## src/rtl/raster_timer_pkg.sv

```systemverilog
package raster_timer_pkg;

    localparam int unsigned HALF_W = 16;
    localparam int unsigned CNT_W  = 2 * HALF_W;
    localparam int unsigned ADDR_W = 3;
    localparam int unsigned N_SRC  = 3;

    localparam logic [ADDR_W-1:0] A_MODE      = 3'd3;
    localparam logic [ADDR_W-1:0] A_RELOAD_HI = 3'd4;
    localparam logic [ADDR_W-1:0] A_RELOAD_LO = 3'd5;
    localparam logic [ADDR_W-1:0] A_ACK       = 3'd6;
    localparam logic [ADDR_W-1:0] A_STOP      = 3'd7;

    // pending flag positions, matching the acknowledge byte
    localparam int unsigned SRC_EXT = 0;
    localparam int unsigned SRC_TMR = 1;
    localparam int unsigned SRC_VBL = 2;

    // mode word, bit 0 at the right
    typedef struct packed {
        logic pal;
        logic irq_en;
        logic reload_on_zero;
        logic reload_on_frame;
        logic load_on_write;
    } mode_t;

endpackage

```

## src/rtl/raster_timer_regs.sv

```systemverilog
module raster_timer_regs
    import raster_timer_pkg::*;
(
    input  logic              clk,
    input  logic              rst_n,
    input  logic              wr_en_i,
    input  logic [ADDR_W-1:0] wr_addr_i,
    input  logic [HALF_W-1:0] wr_data_i,
    output mode_t             mode_o,
    output logic [CNT_W-1:0]  reload_o,
    output logic              stop_o,
    output logic              load_now_o,
    output logic [CNT_W-1:0]  load_val_o,
    output logic [N_SRC-1:0]  ack_o
);

    typedef struct packed {
        mode_t             mode;
        logic [HALF_W-1:0] hi;
        logic [HALF_W-1:0] lo;
        logic              stop;
    } regs_t;

    regs_t q, d;
    localparam int unsigned MODE_W = $bits(mode_t);

    always_comb begin
        d          = q;
        load_now_o = 1'b0;
        ack_o      = '0;
        if (wr_en_i) begin
            case (wr_addr_i)
                A_MODE:      d.mode = mode_t'(wr_data_i[MODE_W-1:0]);
                A_RELOAD_HI: d.hi   = wr_data_i;
                A_RELOAD_LO: begin
                    d.lo       = wr_data_i;
                    load_now_o = q.mode.load_on_write;
                end
                A_ACK:       ack_o  = wr_data_i[N_SRC-1:0];
                A_STOP:      d.stop = wr_data_i[0];
                default:     ;
            endcase
        end
    end

    always_ff @(posedge clk) begin
        if (!rst_n) q <= '0;
        else        q <= d;
    end

    assign mode_o     = q.mode;
    assign reload_o   = {q.hi, q.lo};
    assign stop_o     = q.stop;
    assign load_val_o = {q.hi, wr_data_i};

    p_reload_lo_r2: assert property (@(posedge clk) disable iff (!rst_n)
        (wr_en_i && wr_addr_i == A_RELOAD_LO) |=> (reload_o[HALF_W-1:0] == $past(wr_data_i)));

    p_reload_hi_r2: assert property (@(posedge clk) disable iff (!rst_n)
        (wr_en_i && wr_addr_i == A_RELOAD_HI) |=> (reload_o[CNT_W-1:HALF_W] == $past(wr_data_i)));

endmodule

```

## src/rtl/raster_timer_count.sv

```systemverilog
module raster_timer_count
    import raster_timer_pkg::*;
#(
    parameter int unsigned FREEZE_LINES = 32
) (
    input  logic             clk,
    input  logic             rst_n,
    input  logic             pix_ce_i,
    input  logic             line_strobe_i,
    input  logic             frame_strobe_i,
    input  mode_t            mode_i,
    input  logic             stop_i,
    input  logic [CNT_W-1:0] reload_i,
    input  logic             load_now_i,
    input  logic [CNT_W-1:0] load_val_i,
    output logic             expire_o
);

    localparam int unsigned FW = $clog2(FREEZE_LINES + 1);

    typedef struct packed {
        logic [CNT_W-1:0] cnt;
        logic [FW-1:0]    freeze;
    } cnt_t;

    cnt_t q, d;
    logic frozen;
    logic frame_load;

    assign frozen     = stop_i && mode_i.pal && (q.freeze != '0);
    assign frame_load = frame_strobe_i && mode_i.reload_on_frame;

    always_comb begin
        d        = q;
        expire_o = 1'b0;
        if (frame_strobe_i)
            d.freeze = FW'(FREEZE_LINES);
        else if (line_strobe_i && q.freeze != '0)
            d.freeze = q.freeze - 1'b1;

        if (load_now_i)
            d.cnt = load_val_i;
        else if (frame_load)
            d.cnt = reload_i;
        else if (pix_ce_i && !frozen && q.cnt != '0) begin
            if (q.cnt == CNT_W'(1)) begin
                expire_o = 1'b1;
                d.cnt    = mode_i.reload_on_zero ? reload_i : '0;
            end else begin
                d.cnt = q.cnt - 1'b1;
            end
        end
    end

    always_ff @(posedge clk) begin
        if (!rst_n) q <= '0;
        else        q <= d;
    end

    logic [CNT_W-1:0] cnt_q;
    assign cnt_q = q.cnt;

    p_expire_on_tick_r3: assert property (@(posedge clk) disable iff (!rst_n)
        expire_o |-> (pix_ce_i && !frozen && !load_now_i));

    p_step_r3: assert property (@(posedge clk) disable iff (!rst_n)
        (pix_ce_i && !frozen && !load_now_i && !frame_load && cnt_q > CNT_W'(1))
        |=> (cnt_q == $past(cnt_q) - 1'b1));

    p_freeze_hold_r10: assert property (@(posedge clk) disable iff (!rst_n)
        (frozen && !load_now_i && !frame_load) |=> $stable(cnt_q));

    p_load_first_r13: assert property (@(posedge clk) disable iff (!rst_n)
        load_now_i |=> (cnt_q == $past(load_val_i)));

endmodule

```

## src/rtl/raster_timer_pend.sv

```systemverilog
module raster_timer_pend
    import raster_timer_pkg::*;
(
    input  logic             clk,
    input  logic             rst_n,
    input  logic [N_SRC-1:0] set_i,
    input  logic [N_SRC-1:0] clr_i,
    output logic [N_SRC-1:0] pend_o
);

    typedef struct packed {
        logic [N_SRC-1:0] pend;
    } pend_t;

    pend_t q, d;

    always_comb begin
        d      = q;
        d.pend = (q.pend & ~clr_i) | set_i;
    end

    always_ff @(posedge clk) begin
        if (!rst_n) q <= '0;
        else        q <= d;
    end

    assign pend_o = q.pend;

    for (genvar i = 0; i < N_SRC; i++) begin : g_src
        p_set_wins_r9: assert property (@(posedge clk) disable iff (!rst_n)
            set_i[i] |=> pend_o[i]);
        p_ack_clears_r8: assert property (@(posedge clk) disable iff (!rst_n)
            (clr_i[i] && !set_i[i]) |=> !pend_o[i]);
        p_hold_r7: assert property (@(posedge clk) disable iff (!rst_n)
            (pend_o[i] && !clr_i[i]) |=> pend_o[i]);
    end

endmodule

```

## src/rtl/raster_timer.sv

```systemverilog
module raster_timer
    import raster_timer_pkg::*;
#(
    parameter int unsigned LINE_W       = 9,
    parameter int unsigned FREEZE_LINES = 32
) (
    input  logic              clk,
    input  logic              rst_n,
    input  logic              pix_ce,
    input  logic              line_strobe,
    input  logic              frame_strobe,
    input  logic              vblank_strobe,
    input  logic              ext_strobe,
    input  logic [LINE_W-1:0] raster_line,
    input  logic              wr_en,
    input  logic [2:0]        wr_addr,
    input  logic [15:0]       wr_data,
    output logic              irq_vblank,
    output logic              irq_timer,
    output logic              irq_ext,
    output logic [15:0]       status
);

    localparam int unsigned PAD_W = HALF_W - LINE_W - 4;

    mode_t            mode;
    logic [CNT_W-1:0] reload;
    logic             stop;
    logic             load_now;
    logic [CNT_W-1:0] load_val;
    logic [N_SRC-1:0] ack;
    logic             expire;
    logic [N_SRC-1:0] set;
    logic [N_SRC-1:0] pend;

    raster_timer_regs i_regs (
        .clk        (clk),
        .rst_n      (rst_n),
        .wr_en_i    (wr_en),
        .wr_addr_i  (wr_addr),
        .wr_data_i  (wr_data),
        .mode_o     (mode),
        .reload_o   (reload),
        .stop_o     (stop),
        .load_now_o (load_now),
        .load_val_o (load_val),
        .ack_o      (ack)
    );

    raster_timer_count #(.FREEZE_LINES(FREEZE_LINES)) i_count (
        .clk            (clk),
        .rst_n          (rst_n),
        .pix_ce_i       (pix_ce),
        .line_strobe_i  (line_strobe),
        .frame_strobe_i (frame_strobe),
        .mode_i         (mode),
        .stop_i         (stop),
        .reload_i       (reload),
        .load_now_i     (load_now),
        .load_val_i     (load_val),
        .expire_o       (expire)
    );

    always_comb begin
        set          = '0;
        set[SRC_EXT] = ext_strobe;
        set[SRC_TMR] = expire && mode.irq_en;
        set[SRC_VBL] = vblank_strobe;
    end

    raster_timer_pend i_pend (
        .clk    (clk),
        .rst_n  (rst_n),
        .set_i  (set),
        .clr_i  (ack),
        .pend_o (pend)
    );

    assign irq_vblank = pend[SRC_VBL];
    assign irq_timer  = pend[SRC_TMR];
    assign irq_ext    = pend[SRC_EXT];
    assign status     = {raster_line, {PAD_W{1'b0}}, mode.pal, 3'b000};

    p_timer_needs_en_r3: assert property (@(posedge clk) disable iff (!rst_n)
        (!irq_timer && !mode.irq_en) |=> !irq_timer);

endmodule

```

## config.mk

```make
export PLATFORM = sky130hd
export DESIGN_NAME = raster_timer
export DESIGN_NICKNAME = d
export VERILOG_FILES = /design/src/rtl/raster_timer_pkg.sv /design/src/rtl/raster_timer_regs.sv /design/src/rtl/raster_timer_count.sv /design/src/rtl/raster_timer_pend.sv /design/src/rtl/raster_timer.sv
export SDC_FILE = /design/constraint.sdc
export NUM_CORES = 1
export LEC_CHECK = 0
export BUFFER_PORTS_ARGS = -buffer_cell sky130_fd_sc_hd__buf_2
export CORE_ASPECT_RATIO = 0.5
export CORE_MARGIN = 3
export CORE_UTILIZATION = 46
export DETAILED_ROUTE_END_ITERATION = 8
export PLACE_DENSITY = 0.66
export SLEW_MARGIN = 10
export SYNTH_ARGS = -nofsm -noshare
export SYNTH_HDL_FRONTEND = slang
export SYNTH_SLANG_ARGS = --single-unit
```

## constraint.sdc

```tcl
create_clock -name clk -period 2.3 [get_ports clk]
set_clock_uncertainty 0.1 [all_clocks]
set_input_delay 0.115 -clock clk [delete_from_list [all_inputs] [get_ports clk]]
set_output_delay 0.115 -clock clk [all_outputs]
set_load 0.01 [all_outputs]
```

**Yosys cells after proc, flatten, opt, wreduce, memory -nomap -nowiden**

Cells that the tools add are included.

- Bitwise gates (word level): 4
- Multiplexer cells: 15
- Equal/unequal tests: 6
- Reductions and logical operators: 17
- Add/sub/neg operators: 2

Operator list:

| operator | count |
|---|---|
| 32-bit 2-to-1 mux | 5 |
| 32-bit by 1-bit == test with 1-bit output (second input constant) | 1 |
| 32-bit nonzero test | 1 |
| 32-bit by 1-bit subtractor with 32-bit output (second input constant) | 1 |
| 3-bit == test (second input constant) | 4 |
| 6-bit 2-to-1 mux | 2 |
| 2-bit AND reduction | 4 |
| 1-bit logical AND | 7 |
| 1-bit 2-to-1 mux | 6 |
| 3-bit 2-to-1 mux | 2 |
| 6-bit nonzero test | 1 |
| 6-bit by 1-bit subtractor with 6-bit output (second input constant) | 1 |
| 3-bit AND | 1 |
| 3-bit by 2-bit == test with 1-bit output (second input constant) | 1 |
| 3-bit inverter | 1 |
| 3-bit OR | 1 |
| 3-bit nonzero test | 1 |
| 2-bit nonzero test | 1 |
| 2-bit OR reduction | 1 |
| 1-bit logical NOT | 1 |
| 1-bit inverter | 1 |

- Input bits: 36
- Register bits: 79
- Word-level logic and storage cells: 56
- Output and inout port bits: 19

**Longest topological paths before layout**

- Depth in word-level cells: 10
- Gate-level depth with buffers: 9
- Gate-level depth less buffers: 8

**Cells and area by module**

A second synthesis with hierarchy kept.

- Cells, all modules: 535
- Area total of the unflattened synthesis: 4631.9 um^2

Modules (own cells, without submodules):

| module | times used | cells each | area each (um^2) |
|---|---|---|---|
| raster_timer_count | 1 | 328 | 2663.8 |
| raster_timer_regs | 1 | 181 | 1721.7 |
| raster_timer_pend | 1 | 9 | 123.9 |
| raster_timer | 1 | 17 | 122.6 |

**Worst setup path before layout**

Ideal clock, no wire load.

- Path kind: flip-flop to flip-flop
- Start point: register i_count.q (netlist bit i_count.cnt_q[0])
- End point: register i_count.q (netlist bit i_count.cnt_q[10])
- Data arrival time: 1.976 ns
- Slack: 0.101 ns
- Path buffers: 0
- Stages on the path, launching flop included: 9
- Path through: dfxtp_1 inv_1 ha_1 or4b_2 nor3b_1 xnor2_1 nor3_1 a211oi_1 o21ai_0

- Cells in the longest elaborated chain, start to end: 5
- Elaborated cells on any way between the ends: 9
- Classes of those cells: add/sub (1); eq/ne (1); mux (4); reduce/logical (3)

Ends and longest elaborated chain:

| what | RTL line | source |
|---|---|---|
| start: declaration | raster_timer_count.sv:26 | `cnt_t q, d;` |
| start signal: assignment | raster_timer_count.sv:56 | `if (!rst_n) q <= '0;` |
| start signal: assignment | raster_timer_count.sv:57 | `else q <= d;` |
| 32-bit by 1-bit subtractor with 32-bit output or 32-bit by 1-bit == test with 1-bit output (tied branches) | raster_timer_count.sv:50, raster_timer_count.sv:46 |  |
| 32-bit 2-to-1 mux | raster_timer_count.sv:46 | `if (q.cnt == CNT_W'(1)) begin` |
| 32-bit 2-to-1 mux | raster_timer_count.sv:45 | `else if (pix_ce_i && !frozen && q.cnt != '0) begin` |
| 32-bit 2-to-1 mux | raster_timer_count.sv:43 | `else if (frame_load)` |
| 32-bit 2-to-1 mux | raster_timer_count.sv:41 | `if (load_now_i)` |

Parallel ways exist; a longest one is shown, timed or not. The select of a mux whose other input is x is not followed.
A chain may end at the register's enable or synchronous reset.

**Worst setup path after layout**

- Start point: register i_count.q (netlist bit i_count.cnt_q[26])
- End point: register i_count.q (netlist bit i_count.cnt_q[31])

Same word-level chain as after synthesis.

==> metrics.txt <==
fraction of registers with async set/reset 0; ant diodes 0; Global Route Usage Sum 0.261; Place WS 0.0206 ns; IO Pins 55; Core Box Area 8430 sq um; Max Clk Rate 450 MHz; antenna violations before repair 0; layout cells sized above 1 0.245; power density over cell area 1350 nW/um^2; max cap viols 0; CP max FO 4; vias 4,297; GR peak layer met2; # H-tree levels 3; Routed Wire Length 13.3 mm; area share of the largest cell type after synthesis 0.377; Worst Tran Pin Value 0.697 ns; # setup viols final 0; clock sinks 79; Post-synth EDFFs 0; met1 usage 0.377; Via density 5.86; HP Class primary input to flip-flop; Layout area overhead 29.8%; Post-Synth Adder-Cell Area 0.0119; Max clock buf depth 2; Num CTS Buffers 9; post-synthesis simple-gate area fraction 0.257; Std-Cell Rows 23; RSZ-0062 raised after global routing true; Post-Syn Area 4200 sq um; clock latency on the worst-skew pair 0.34 ns; mux contribution to synthesized area 0.0143; final setup margin 0.0757 ns; largest family of logic cells by synthesized area simple AND/OR/NAND/NOR gates; XOR/XNOR share of the synthesized area 0.0355; CTS root buffer clkbuf_16; max-slew violations 0; post-detail-place hpwl 9.16 mm; Final Hold Viols 0; sequential-to-total area share from yosys stat 0.377; Synthesis Warnings 0; width of the die 141 um; worst rel slew slack 0.535; Cells after Synth 522; largest net degree at the start of global routing 29; Starting Density 0.498; fin area 5450 sq um; Pleak 2.20 nW; Residual DRC 0; CTS tree built; average wire per standard cell 18.1 um; DRT iter0 DRCs 440; total gr overflow 0; grt met2 use 0.399; compound-gate portion of the synthesized area 0.241; Die H 73.5 um; outcome finished clean; CP Launch Type flip-flop; predominant post-synthesis flop cell dfxtp_1; Synth Area per Inst 8.04 sq um; 1st-pass router iterations 5; first-pass GRT wire length 21.0 mm; CP required 2.42 ns; CP Data Arrival Time 2.35 ns; Worst setup EP type flip-flop; Setup CP Type flip-flop to flip-flop; layout net count 656; placer congestion estimate 0.916; synth top area cells dfxtp_1, nand2_1, a21oi_1; die area 10,400 sq um; maximum VDD drop 739 uV; number of global-route vias before repair 4,030; Final Critical Period 2.22 ns; Yosys cell types 67; clock transition at the registers of the reported paths 0.06 ns; synthesis-stage register bit count 79; Placed Area 4800 sq um; area leader, netlist dfxtp_1; Buffers on Ports 30; Final Cycle Share 0.967; post-route antenna net violation count 0; met3 Track Usage GR 0.0520
state kept, by name (all words and copies together), names as in the netlist:
register,flops
i_regs.mode_o,5
i_pend.pend_o,3
i_count.cnt_q,32
i_regs.stop_o,1
i_regs.reload_o,16
i_regs.load_val_o,16
i_count.q,6
per-stage QoR:
step | hold slack, ns | util | setup TNS [ns] | std cells | total power, mW
finish | 0.0882 | 0.646 | 0 | 733 | 7.33
global route | 0.0928 | 0.646 | -0.330 | 733 | 7.79
detailed placement | 0.130 | 0.569 | 0 | 694 | 5.48
CTS | 0.0811 | 0.630 | 0 | 729 | 7.02
floorplan | 0.132 | - | 0 | 527 | 4.12
global placement | 0.130 | 0.569 | 0 | 694 | 5.45
per-layer routing:
layer  vias up  part of all wire
li1       2064                 -
met5         -                 0
met3        18             0.082
met4         0             0.013
met2       195              0.43
met1      2020              0.47
final cells by class:
type | instances | area [sq um]
clock inverter | 5 | 56.3
fill | 720 | 2990
timing repair buffer | 118 | 915
sequential | 79 | 1580
multi-input combinational | 400 | 2470
inverter | 8 | 30.0
clock buffer | 11 | 253
tap | 112 | 140
kinds of logic (layout without fill, tap and decap cells):
group | count (synthesis) | count (layout)
XOR/XNOR | 17 | 17
AO/OA/AOI/OAI | 148 | 148
buffers and inverters | 48 | 142
adder cells (fa/ha/maj) | 4 | 4
other | 1 | 6
multiplexers | 6 | 6
flip-flops | 79 | 79
AND/OR/NAND/NOR | 219 | 219
worst max-delay path, stage by stage, from the launching register on:
cell	delay, ns
dfxtp_1	0.32
buf_4	0.15
or4_1	0.56
nor3_2	0.20
nor4b_2	0.26
xor2_1	0.11
a221oi_1	0.32
nor2_1	0.08
power breakdown:
part | internal, mW | switching, mW
combinational | 1.93 | 2.19
clock | 0.897 | 0.573
sequential | 1.59 | 0.164
total | 4.41 | 2.92
path summary, 6_finish.rpt:
kind         depth (start not counted)                start  slack (ns)                   to
max reg2reg                          7    i_count.cnt_q[26]        0.08    i_count.cnt_q[31]
min reg2reg                          2  i_regs.reload_o[14]        0.35  i_regs.reload_o[14]
max                                  7    i_count.cnt_q[26]        0.08    i_count.cnt_q[31]
min                                  4           wr_addr[2]        0.09        i_regs.stop_o
cells in the final DEF (no fill, tap or decap), types with 4 or more instances in the layout:
master and instances:
dlygate4sd3_1 19, conb_1 6, xnor2_1 8, xor2_1 9
nand4_1 5, a21oi_1 50, ha_1 4, nand3_1 8
nand2_1 108, dfxtp_1 78, buf_6 5, o22ai_1 8
mux2i_1 6, buf_2 30, nor3_2 5, o21ai_0 22
a32oi_1 4, o2bb2ai_1 9, nor2_1 33, or3_1 5
a32o_1 10, o211ai_1 4, buf_4 61, inv_1 7
clkbuf_16 9, nor3_1 15, a221oi_1 9
timing repair:
| item | CTS | global route |
|---|---|---|
| endpoints found under the hold margin | 34 | 0 |
| gates resized for setup | 2 | 22 |
| pin swaps | 0 | 7 |
| setup buffers | 0 | 4 |
| hold buffers | 19 | 0 |
| setup endpoints to repair | 2 | 30 |
synthesized netlist by cell type (all sizes together), types with 3 or more instances:
cell type and number:
a221oi 13, a32o 10, and3 3, a22o 3, clkbuf 14, or3 5, xor2 9, a22oi 4
o21ai 24, nand4 6, mux2i 6, nor4 7, buf 26, nor3 21, o211ai 4, nor3b 3
o22ai 8, a21oi 50, dfxtp 79, nor2 39, inv 8, a32oi 4, nand2 110, nand2b 3
a21o 3, xnor2 8, o2bb2ai 9, ha 4, nand3 10
No activity file was read; power rests on OpenSTA's default activity.
